<file path="src/rtl/conv5x5_pkg.sv">
package conv5x5_pkg;

   localparam int N_TAPS  = 25;
   localparam int N_LANES = 3;

   // products handled by a lane: lane 0 takes the remainder
   function automatic int lane_len(input int lane);
      return (N_TAPS - lane + N_LANES - 1) / N_LANES;
   endfunction

   // first window position handled by a lane
   function automatic int lane_base(input int lane);
      int b;
      b = 0;
      for (int i = 0; i < lane; i++) b += lane_len(i);
      return b;
   endfunction

   localparam int N_STEPS = lane_len(0);

   function automatic int binom5(input int i);
      case (i)
         0, 4:    return 1;
         1, 3:    return 4;
         default: return 6;
      endcase
   endfunction

   // default 5x5 binomial Gaussian, weights sum to 256
   function automatic logic [N_TAPS*8-1:0] gauss_coefs();
      logic [N_TAPS*8-1:0] v;
      v = '0;
      for (int r = 0; r < 5; r++)
         for (int c = 0; c < 5; c++)
            v[(r*5+c)*8 +: 8] = 8'(binom5(r) * binom5(c));
      return v;
   endfunction

endpackage

</file>
<file path="src/rtl/conv_coef_rom.sv">
module conv_coef_rom #(
   parameter int LANE   = 0,
   parameter int COEF_W = 8,
   parameter int STEP_W = 4,
   parameter logic [conv5x5_pkg::N_TAPS*COEF_W-1:0] COEFS = '0
) (
   input  logic [STEP_W-1:0] step,
   output logic [COEF_W-1:0] coef
);
   localparam int BASE = conv5x5_pkg::lane_base(LANE);
   localparam int LEN  = conv5x5_pkg::lane_len(LANE);

   always_comb begin
      coef = '0;
      if (int'(step) < LEN)
         coef = COEFS[(BASE + int'(step))*COEF_W +: COEF_W];
   end
endmodule

</file>
<file path="src/rtl/conv_mac_lane.sv">
module conv_mac_lane #(
   parameter int LANE   = 0,
   parameter int PIX_W  = 8,
   parameter int COEF_W = 8,
   parameter int ACC_W  = 21,
   parameter int STEP_W = 4,
   parameter logic [conv5x5_pkg::N_TAPS*COEF_W-1:0] COEFS = '0
) (
   input  logic                                  clk,
   input  logic                                  rst,
   input  logic                                  en,
   input  logic                                  first,
   input  logic [STEP_W-1:0]                     step,
   input  logic [conv5x5_pkg::N_TAPS*PIX_W-1:0]  window,
   output logic [ACC_W-1:0]                      acc
);
   localparam int BASE  = conv5x5_pkg::lane_base(LANE);
   localparam int LEN   = conv5x5_pkg::lane_len(LANE);
   localparam int PROD_W = PIX_W + COEF_W;

   logic [COEF_W-1:0] coef;
   logic [PIX_W-1:0]  pix;
   logic [PROD_W-1:0] prod;

   conv_coef_rom #(
      .LANE(LANE), .COEF_W(COEF_W), .STEP_W(STEP_W), .COEFS(COEFS)
   ) u_rom (
      .step(step),
      .coef(coef)
   );

   always_comb begin
      pix = '0;
      if (int'(step) < LEN)
         pix = window[(BASE + int'(step))*PIX_W +: PIX_W];
   end

   assign prod = PROD_W'(pix) * PROD_W'(coef);

   always_ff @(posedge clk) begin
      if (rst)
         acc <= '0;
      else if (en)
         acc <= first ? ACC_W'(prod) : acc + ACC_W'(prod);
   end
endmodule

</file>
<file path="src/rtl/conv_step_ctrl.sv">
module conv_step_ctrl #(
   parameter int STEP_W = 4,
   parameter int LAST   = 8
) (
   input  logic              clk,
   input  logic              rst,
   input  logic              win_valid,
   output logic              win_ready,
   output logic              accept,
   output logic              busy,
   output logic              first,
   output logic [STEP_W-1:0] step,
   output logic              done
);
   logic at_last;

   assign at_last   = busy && (int'(step) == LAST);
   assign win_ready = !busy || at_last;
   assign accept    = win_valid && win_ready;
   assign first     = busy && (step == '0);

   always_ff @(posedge clk) begin
      if (rst) begin
         busy <= 1'b0;
         step <= '0;
         done <= 1'b0;
      end else begin
         done <= at_last;
         if (accept) begin
            busy <= 1'b1;
            step <= '0;
         end else if (at_last) begin
            busy <= 1'b0;
         end else if (busy) begin
            step <= step + 1'b1;
         end
      end
   end
endmodule

</file>
<file path="src/rtl/conv5x5_tdm.sv">
module conv5x5_tdm #(
   parameter int PIX_W  = 8,
   parameter int COEF_W = 8,
   parameter int FRAC_W = 8,
   parameter logic [conv5x5_pkg::N_TAPS*COEF_W-1:0] COEFS = conv5x5_pkg::gauss_coefs()
) (
   input  logic                                 clk,
   input  logic                                 rst,
   input  logic                                 win_valid,
   output logic                                 win_ready,
   input  logic [conv5x5_pkg::N_TAPS*PIX_W-1:0] win_pix,
   output logic                                 out_valid,
   output logic [PIX_W-1:0]                     out_pix
);
   import conv5x5_pkg::*;

   localparam int GROWTH = $clog2(N_TAPS);
   localparam int ACC_W  = PIX_W + COEF_W + GROWTH;
   localparam int STEP_W = $clog2(N_STEPS);

   if (PIX_W < 1 || COEF_W < 1) begin : g_bad_width
      $error("conv5x5_tdm: PIX_W and COEF_W must be positive");
   end
   if (FRAC_W < 0 || FRAC_W > PIX_W + COEF_W) begin : g_bad_frac
      $error("conv5x5_tdm: FRAC_W out of range");
   end

   logic              accept, busy, first;
   logic [STEP_W-1:0] step;
   logic [N_TAPS*PIX_W-1:0] win_q;
   logic [ACC_W-1:0]  lane_acc [N_LANES];
   logic [ACC_W-1:0]  total, scaled;

   conv_step_ctrl #(.STEP_W(STEP_W), .LAST(N_STEPS-1)) u_ctrl (
      .clk(clk), .rst(rst), .win_valid(win_valid), .win_ready(win_ready),
      .accept(accept), .busy(busy), .first(first), .step(step),
      .done(out_valid)
   );

   always_ff @(posedge clk) begin
      if (accept) win_q <= win_pix;
   end

   for (genvar l = 0; l < N_LANES; l++) begin : g_lane
      conv_mac_lane #(
         .LANE(l), .PIX_W(PIX_W), .COEF_W(COEF_W), .ACC_W(ACC_W),
         .STEP_W(STEP_W), .COEFS(COEFS)
      ) u_lane (
         .clk(clk), .rst(rst), .en(busy), .first(first), .step(step),
         .window(win_q), .acc(lane_acc[l])
      );
   end

   always_comb begin
      total = '0;
      for (int l = 0; l < N_LANES; l++) total = total + lane_acc[l];
   end

   assign scaled  = total >> FRAC_W;
   assign out_pix = (scaled > ACC_W'({PIX_W{1'b1}})) ? {PIX_W{1'b1}}
                                                     : scaled[PIX_W-1:0];
endmodule

</file>
<file path="config.mk">
export PLATFORM = sky130hd
export DESIGN_NAME = conv5x5_tdm
export DESIGN_NICKNAME = d
export VERILOG_FILES = /design/src/rtl/conv5x5_pkg.sv /design/src/rtl/conv_coef_rom.sv /design/src/rtl/conv_mac_lane.sv /design/src/rtl/conv_step_ctrl.sv /design/src/rtl/conv5x5_tdm.sv
export SDC_FILE = /design/constraint.sdc
export NUM_CORES = 1
export LEC_CHECK = 0
export BUFFER_PORTS_ARGS = -buffer_cell sky130_fd_sc_hd__buf_2
export CAP_MARGIN = 15
export CORE_ASPECT_RATIO = 0.9
export CORE_UTILIZATION = 55
export CTS_CLUSTER_DIAMETER = 200
export DETAILED_ROUTE_END_ITERATION = 7
export PLACE_DENSITY = 0.8
export SLEW_MARGIN = 15
export SYNTH_ARGS = -nofsm -noshare
export SYNTH_HDL_FRONTEND = slang
export SYNTH_SLANG_ARGS = --single-unit
</file>
<file path="constraint.sdc">
create_clock -name clk -period 18.4 [get_ports clk]
set_clock_uncertainty 0.15 [all_clocks]
set_input_delay 1.84 -clock clk [delete_from_list [all_inputs] [get_ports clk]]
set_output_delay 1.84 -clock clk [all_outputs]
set_load 0.1 [all_outputs]
</file>
* After elaboration in Yosys (flattened, before gate mapping)
Index checks and enable logic that the tools add are counted.
** Storage, ports and cells
- Register bits after elaboration :: 269
- Bits of input ports :: 203
- Output and inout port bits :: 10
** Cells by class
- Add/sub/neg operators :: 8
- Multiply operators :: 3
- $lt $le $gt $ge :: 3
- Equal/unequal tests :: 1
- Shift-type cells :: 6
- Multiplexer cells :: 12
- Bitwise operators :: 1
- Reductions and logical operators :: 9
** Operator list (number)
- 200-bit by 10-bit variable part select with 8-bit output :: 1
- 200-bit by 10-bit variable part select with 8-bit output, first input constant :: 1
- 200-bit by 32-bit variable part select with 8-bit output :: 1
- 200-bit by 32-bit variable part select with 8-bit output, first input constant :: 1
- 200-bit by 8-bit variable part select with 8-bit output :: 1
- 200-bit by 8-bit variable part select with 8-bit output, first input constant :: 1
- 21-bit by 16-bit adder with 21-bit output :: 3
- 21-bit 2-to-1 mux :: 3
- 8-bit 2-to-1 mux :: 7
- 8-bit by 8-bit multiplier with 16-bit output :: 3
- 21-bit adder :: 2
- 13-bit by 8-bit greater-than comparator with 1-bit output, second input constant :: 1
- 4-bit < comparator, second input constant :: 2
- 5-bit by 4-bit adder with 6-bit output, first input constant :: 1
- 4-bit by 4-bit adder with 5-bit output, first input constant :: 1
- 4-bit by 1-bit adder with 4-bit output, second input constant :: 1
- 4-bit == test, second input constant :: 1
- 4-bit zero test :: 1
- 1-bit logical AND :: 3
- 1-bit 2-to-1 mux :: 2
- 2-bit AND reduction :: 1
- 2-bit nonzero test :: 1
- 2-bit OR reduction :: 1
- 1-bit zero test :: 1
- 2 further kinds :: 2

* Depth between registers and ports, before layout
- Depth after elaboration :: 6
- Mapped depth :: 31
- Mapped depth without buffers :: 28

* Hierarchy
A second synthesis with hierarchy kept.
** Unflattened totals
- Cells, all modules :: 2054
- Area, all modules :: 21820.9 sq um
** By module, submodules not included
- conv5x5_tdm :: instances 1, cells an instance 402, area each 7591.0 sq um, seq. area each 6005.8 sq um
- conv_mac_lane at g_lane[0].u_lane :: instances 1, cells an instance 559, area each 4724.5 sq um, seq. area each 420.4 sq um
- conv_mac_lane at g_lane[1].u_lane :: instances 1, cells an instance 505, area each 4416.7 sq um, seq. area each 420.4 sq um
- conv_mac_lane at g_lane[2].u_lane :: instances 1, cells an instance 501, area each 4351.7 sq um, seq. area each 420.4 sq um
- conv_step_ctrl :: instances 1, cells an instance 32, area each 321.6 sq um, seq. area each 120.1 sq um
- conv_coef_rom at g_lane[0].u_lane.u_rom :: instances 1, cells an instance 22, area each 180.2 sq um, seq. area each 0.0 sq um
- conv_coef_rom at g_lane[1].u_lane.u_rom :: instances 1, cells an instance 20, area each 158.9 sq um, seq. area each 0.0 sq um
- conv_coef_rom at g_lane[2].u_lane.u_rom :: instances 1, cells an instance 13, area each 76.3 sq um, seq. area each 0.0 sq um

* Worst setup path before layout
Ideal clock, no wire load.
- Path kind :: in2reg
- Start point :: input win_valid
- End point :: register win_q[0] (enable)
- Library setup time :: 0.827 ns
- Arrival time :: 11.506 ns
- Setup slack :: 5.917 ns
- Stages :: 2
- Path buffers :: 0
- Cell sequence :: inv_1 > a21oi_1
** Between the ends
- Cells in the longest elaborated chain, start to end :: 1
** RTL lines
- start, declared :: RTL line conv5x5_tdm.sv:9 : input logic win_valid,
- 1-bit logical AND :: RTL line conv_step_ctrl.sv:19 : assign accept = win_valid && win_ready;
- named net accept :: RTL line conv5x5_tdm.sv:28 : logic accept, busy, first;
- end signal, assigned :: RTL line conv5x5_tdm.sv:41 : if (accept) win_q <= win_pix;
- end, declared :: RTL line conv5x5_tdm.sv:30 : logic [N_TAPS*PIX_W-1:0] win_q;
The timed path passes the listed nets, and every way through them passes these cells.
A chain may end at the register's enable or synchronous reset.

* Worst setup path in the final report
- Start point :: register u_ctrl.step[2]
- End point :: register g_lane[1].u_lane.acc[19]
** Between the ends
- Cells in the longest elaborated chain, start to end :: 6
- Elaborated cells between the ends (all ways) :: 11
- Those cells by class :: 2 x add/sub; 1 x mul; 1 x order compare; 2 x shift; 3 x mux; 2 x reduce/logical
** RTL lines
- start, declared :: RTL line conv_step_ctrl.sv:12 : output logic [STEP_W-1:0] step,
- start signal, assigned :: RTL line conv_step_ctrl.sv:35 : step <= step + 1'b1;
- 4-bit by 4-bit adder with 5-bit output :: RTL line conv_coef_rom.sv:16, conv_mac_lane.sv:35
- 200-bit by 32-bit variable part select with 8-bit output, on equally long branches :: RTL line conv_mac_lane.sv:35, conv_coef_rom.sv:16
- 8-bit 2-to-1 mux, on equally long branches :: RTL line conv_mac_lane.sv:34, conv_coef_rom.sv:15
- 8-bit by 8-bit multiplier with 16-bit output :: RTL line conv_mac_lane.sv:38 : assign prod = PROD_W'(pix) * PROD_W'(coef);
- 21-bit by 16-bit adder with 21-bit output :: RTL line conv_mac_lane.sv:44 : acc <= first ? ACC_W'(prod) : acc + ACC_W'(prod);
- 21-bit 2-to-1 mux (*) :: RTL line conv_mac_lane.sv:44
- end signal, assigned :: RTL line conv_mac_lane.sv:44
- end, declared :: RTL line conv_mac_lane.sv:15 : output logic [ACC_W-1:0] acc
Mark *: on every way between the ends. The rest lies on a longest branch, timed or not.

==> results_dict.tcl <==
set metrics [dict create \
    status "complete, no violations" \
    synth_edf_count 200 \
    path_class "flip-flop to flip-flop" \
    vias 13270 \
    io_pins 213 \
    rrSetupSlack_ns 10.22 \
    core_area_um2 32190 \
    arrival_ns 8.52 \
    ys_seq_area_share_pct 40.68 \
    yosysWarnings 0 \
    routed_via_density 5.746 \
    cpPeakStageDelay_ns 1.00 \
    grt_setup_unrepaired "no" \
    antenna_found_initial 5 \
    crit_slowest_cell "dfxtp_1" \
    cp-end-kind "flip-flop" \
    yosysMostFrequentCell "nor2_1" \
    maxCapViolations 0 \
    startpoint_type "flip-flop" \
    hold-worst-slack_ns 0.3446 \
    synth_common_cells "203 x nor2_1, 200 x edfxtp_1, 168 x ha_1" \
    synth_top_area_cell "edfxtp_1" \
    post-route-util_pct 63.97 \
    holdBufCountCts 0 \
    cpLargestDelayFamily "compound AO/OA/AOI/OAI gates" \
    ys_types 61 \
    grt_overflow_total 0 \
    fin_crit_sh_pct 44.46 \
    worst-path-buf-inv 4 \
    dr.pass1.iters 7 \
    postLayoutCellArea_um2 20590 \
    place.gp.congestion 0.8944 \
    die-width_um 193.5 \
    use_met1_pct 32.09 \
    hold_violations 0 \
    vdd_drop_max_uv 99.65 \
    cts_tree "built" \
    dpl_cell_area_um2 19660 \
    postCtsSetupBuffers 0 \
    dominantRegCellSynth "edfxtp_1" \
    die-area_um2 33750 \
    row_count 62 \
    use_met3_pct 3.842 \
    clk_pin_slew_ns 0.06 \
    drt_wl_total_um 41630 \
    use_met2_pct 42.87 \
    grt_max_degree 201 \
    top_usage_layer "met2" \
    drt_iter0_drc 959 \
    hpwl_um 31760 \
    setup_ws_ns 10.22 \
    grt_pass1_wl_um 67160 \
    post_cts_resized 0 \
    nNetsFinal 2329 \
    io_buffers 212 \
    pre_cts_slack_ns 10.36 \
    setup_violations 0 \
    cp_max_fo 29 \
    fin_crit_ns 8.180 \
    powerDensity_nw_per_um2 95.00 \
    yosysTopAreaCellShare_pct 33.07 \
    cts_buffers 29 \
    synthArstFlopShare_pct 0 \
    drtAntennaViolNets 0 \
    die_h_um 174.4 \
    min_path_type "flip-flop to flip-flop" \
    clockBufferDepth 3 \
    power_leakage_nw 9.094 \
    crit_chain "inv_1 -> a21oi_1 -> nand2_1 -> or3_1 -> fa_1 -> inv_1 -> fa_1 -> ha_1 -> inv_1 -> fa_1 -> inv_1 -> ha_1 -> a21o_1 -> a21oi_1 -> o21bai_1 -> a2111oi_2 -> nor2_1 -> a311oi_1 -> ha_1 -> a21oi_1 -> nand4_1 -> a31oi_1 -> o21ai_0 -> a21oi_1" \
    syn_area_per_cell_um2 10.94 \
    synth_area_um2 18160 \
    drcViolationCount 0 \
    synth-seq-cells 269 \
    synth_area_leaders "edfxtp_1 33%, ha_1 12%, fa_1 10%" \
    grt_pass1_vias 13520 \
    ctsHtreeMaxLevel 1 \
    synthCells 1660 \
    start_util_pct 56.41 \
    wl_per_cell_um 18.02 \
    area_growth_pct 13.40 \
    fin_tns_setup_ns 0 \
    worst_pin_slew_ns 1.128 \
    worstPathRequired_ns 18.74 \
    track_usage_pct 25.02 \
    cts_sinks 269 \
    clockRootBuffer "clkbuf_16" \
    clkLatencyLatePin_ns 0.58 \
    max_freq_mhz 122.3 \
    slew_violations 0 \
    max-slew-margin-rel_pct 24.74 \
    layout-drive-gt1-share_pct 19.32 \
]
## routing by layer
layer	up-vias	share of wire (%)
met1	6374	41
met5	-	0
met3	86	6.9
met2	500	48
met4	0	3.6
li1	6313	-
## worst reg2reg max path: cells and delay by family (launching register included)
kind / cells / cell delay [ns]
fa+ha+maj: 6 / 2.31
simple gates: 4 / 0.86
flops: 1 / 1.00
buf+inv: 4 / 0.99
compound gates: 10 / 2.76
## kinds of logic (layout without fill, tap and decap cells)
group,after synthesis,in the layout,synth area share (%)
simple gates,460,460,11.44
other cells,2,22,0.04135
fa+ha+maj,259,259,21.61
compound gates,299,299,10.84
flops,269,269,40.68
xor+xnor,74,74,3.569
mux,87,87,7.420
buf+inv,210,424,4.416
## path summary, 6_finish.rpt
check / cells past startpoint / from / endpoint
min reg2reg: 2 / g_lane[1].u_lane.acc[0] / g_lane[1].u_lane.acc[0]
max reg2reg: 24 / u_ctrl.step[2] / g_lane[1].u_lane.acc[19]
min: 2 / g_lane[1].u_lane.acc[0] / g_lane[1].u_lane.acc[0]
max: 24 / u_ctrl.step[2] / g_lane[1].u_lane.acc[19]
## flip-flops by register name, summed over array words and instances (netlist names)
signal and cells:
u_ctrl.done 1, win_q 200, g_lane.u_lane.acc 63, u_ctrl.busy 1, u_ctrl.step 4
## power by group
group          total (W)  internal [W]  switching, W
sequential      0.000721      0.000694     0.0000270
combinational   0.000673      0.000261      0.000411
clock           0.000563      0.000308      0.000255
total            0.00196       0.00126      0.000693
## per-stage QoR
step | total power (W) | instances
finish | 0.001957 | 2310
global route | 0.002066 | 2310
CTS | 0.001964 | 2305
detailed placement | 0.001398 | 2252
global placement | 0.001373 | 2252
floorplan | 0.001252 | 1675
## cell type report
class	instances	area, um2
clock inverter	22	187.7
multi-input combinational	1196	10040
timing repair buffer	220	1134
sequential	269	7396
fill	2427	11600
tap	416	520.5
antenna	5	12.51
inverter	151	566.8
clock buffer	31	733.2
## cell usage in the layout (no fill, tap or decap), drive strengths merged, types with 20 or more instances in the layout
cell type,synthesis,routed
a211oi,20,20
a21o,24,24
a21oi,91,91
a311oi,21,21
buf,21,220
clkbuf,38,31
dfxtp,69,69
edfxtp,200,200
fa,91,91
ha,168,168
inv,151,155
mux2i,39,39
mux4,37,37
nand2,104,104
nand3,22,22
nor2,203,203
nor3,22,22
o21ai,51,51
or2,32,32
or3,21,21
xnor2,45,45
xor2,29,29
Note: power is estimated with default switching activity, not from simulation.
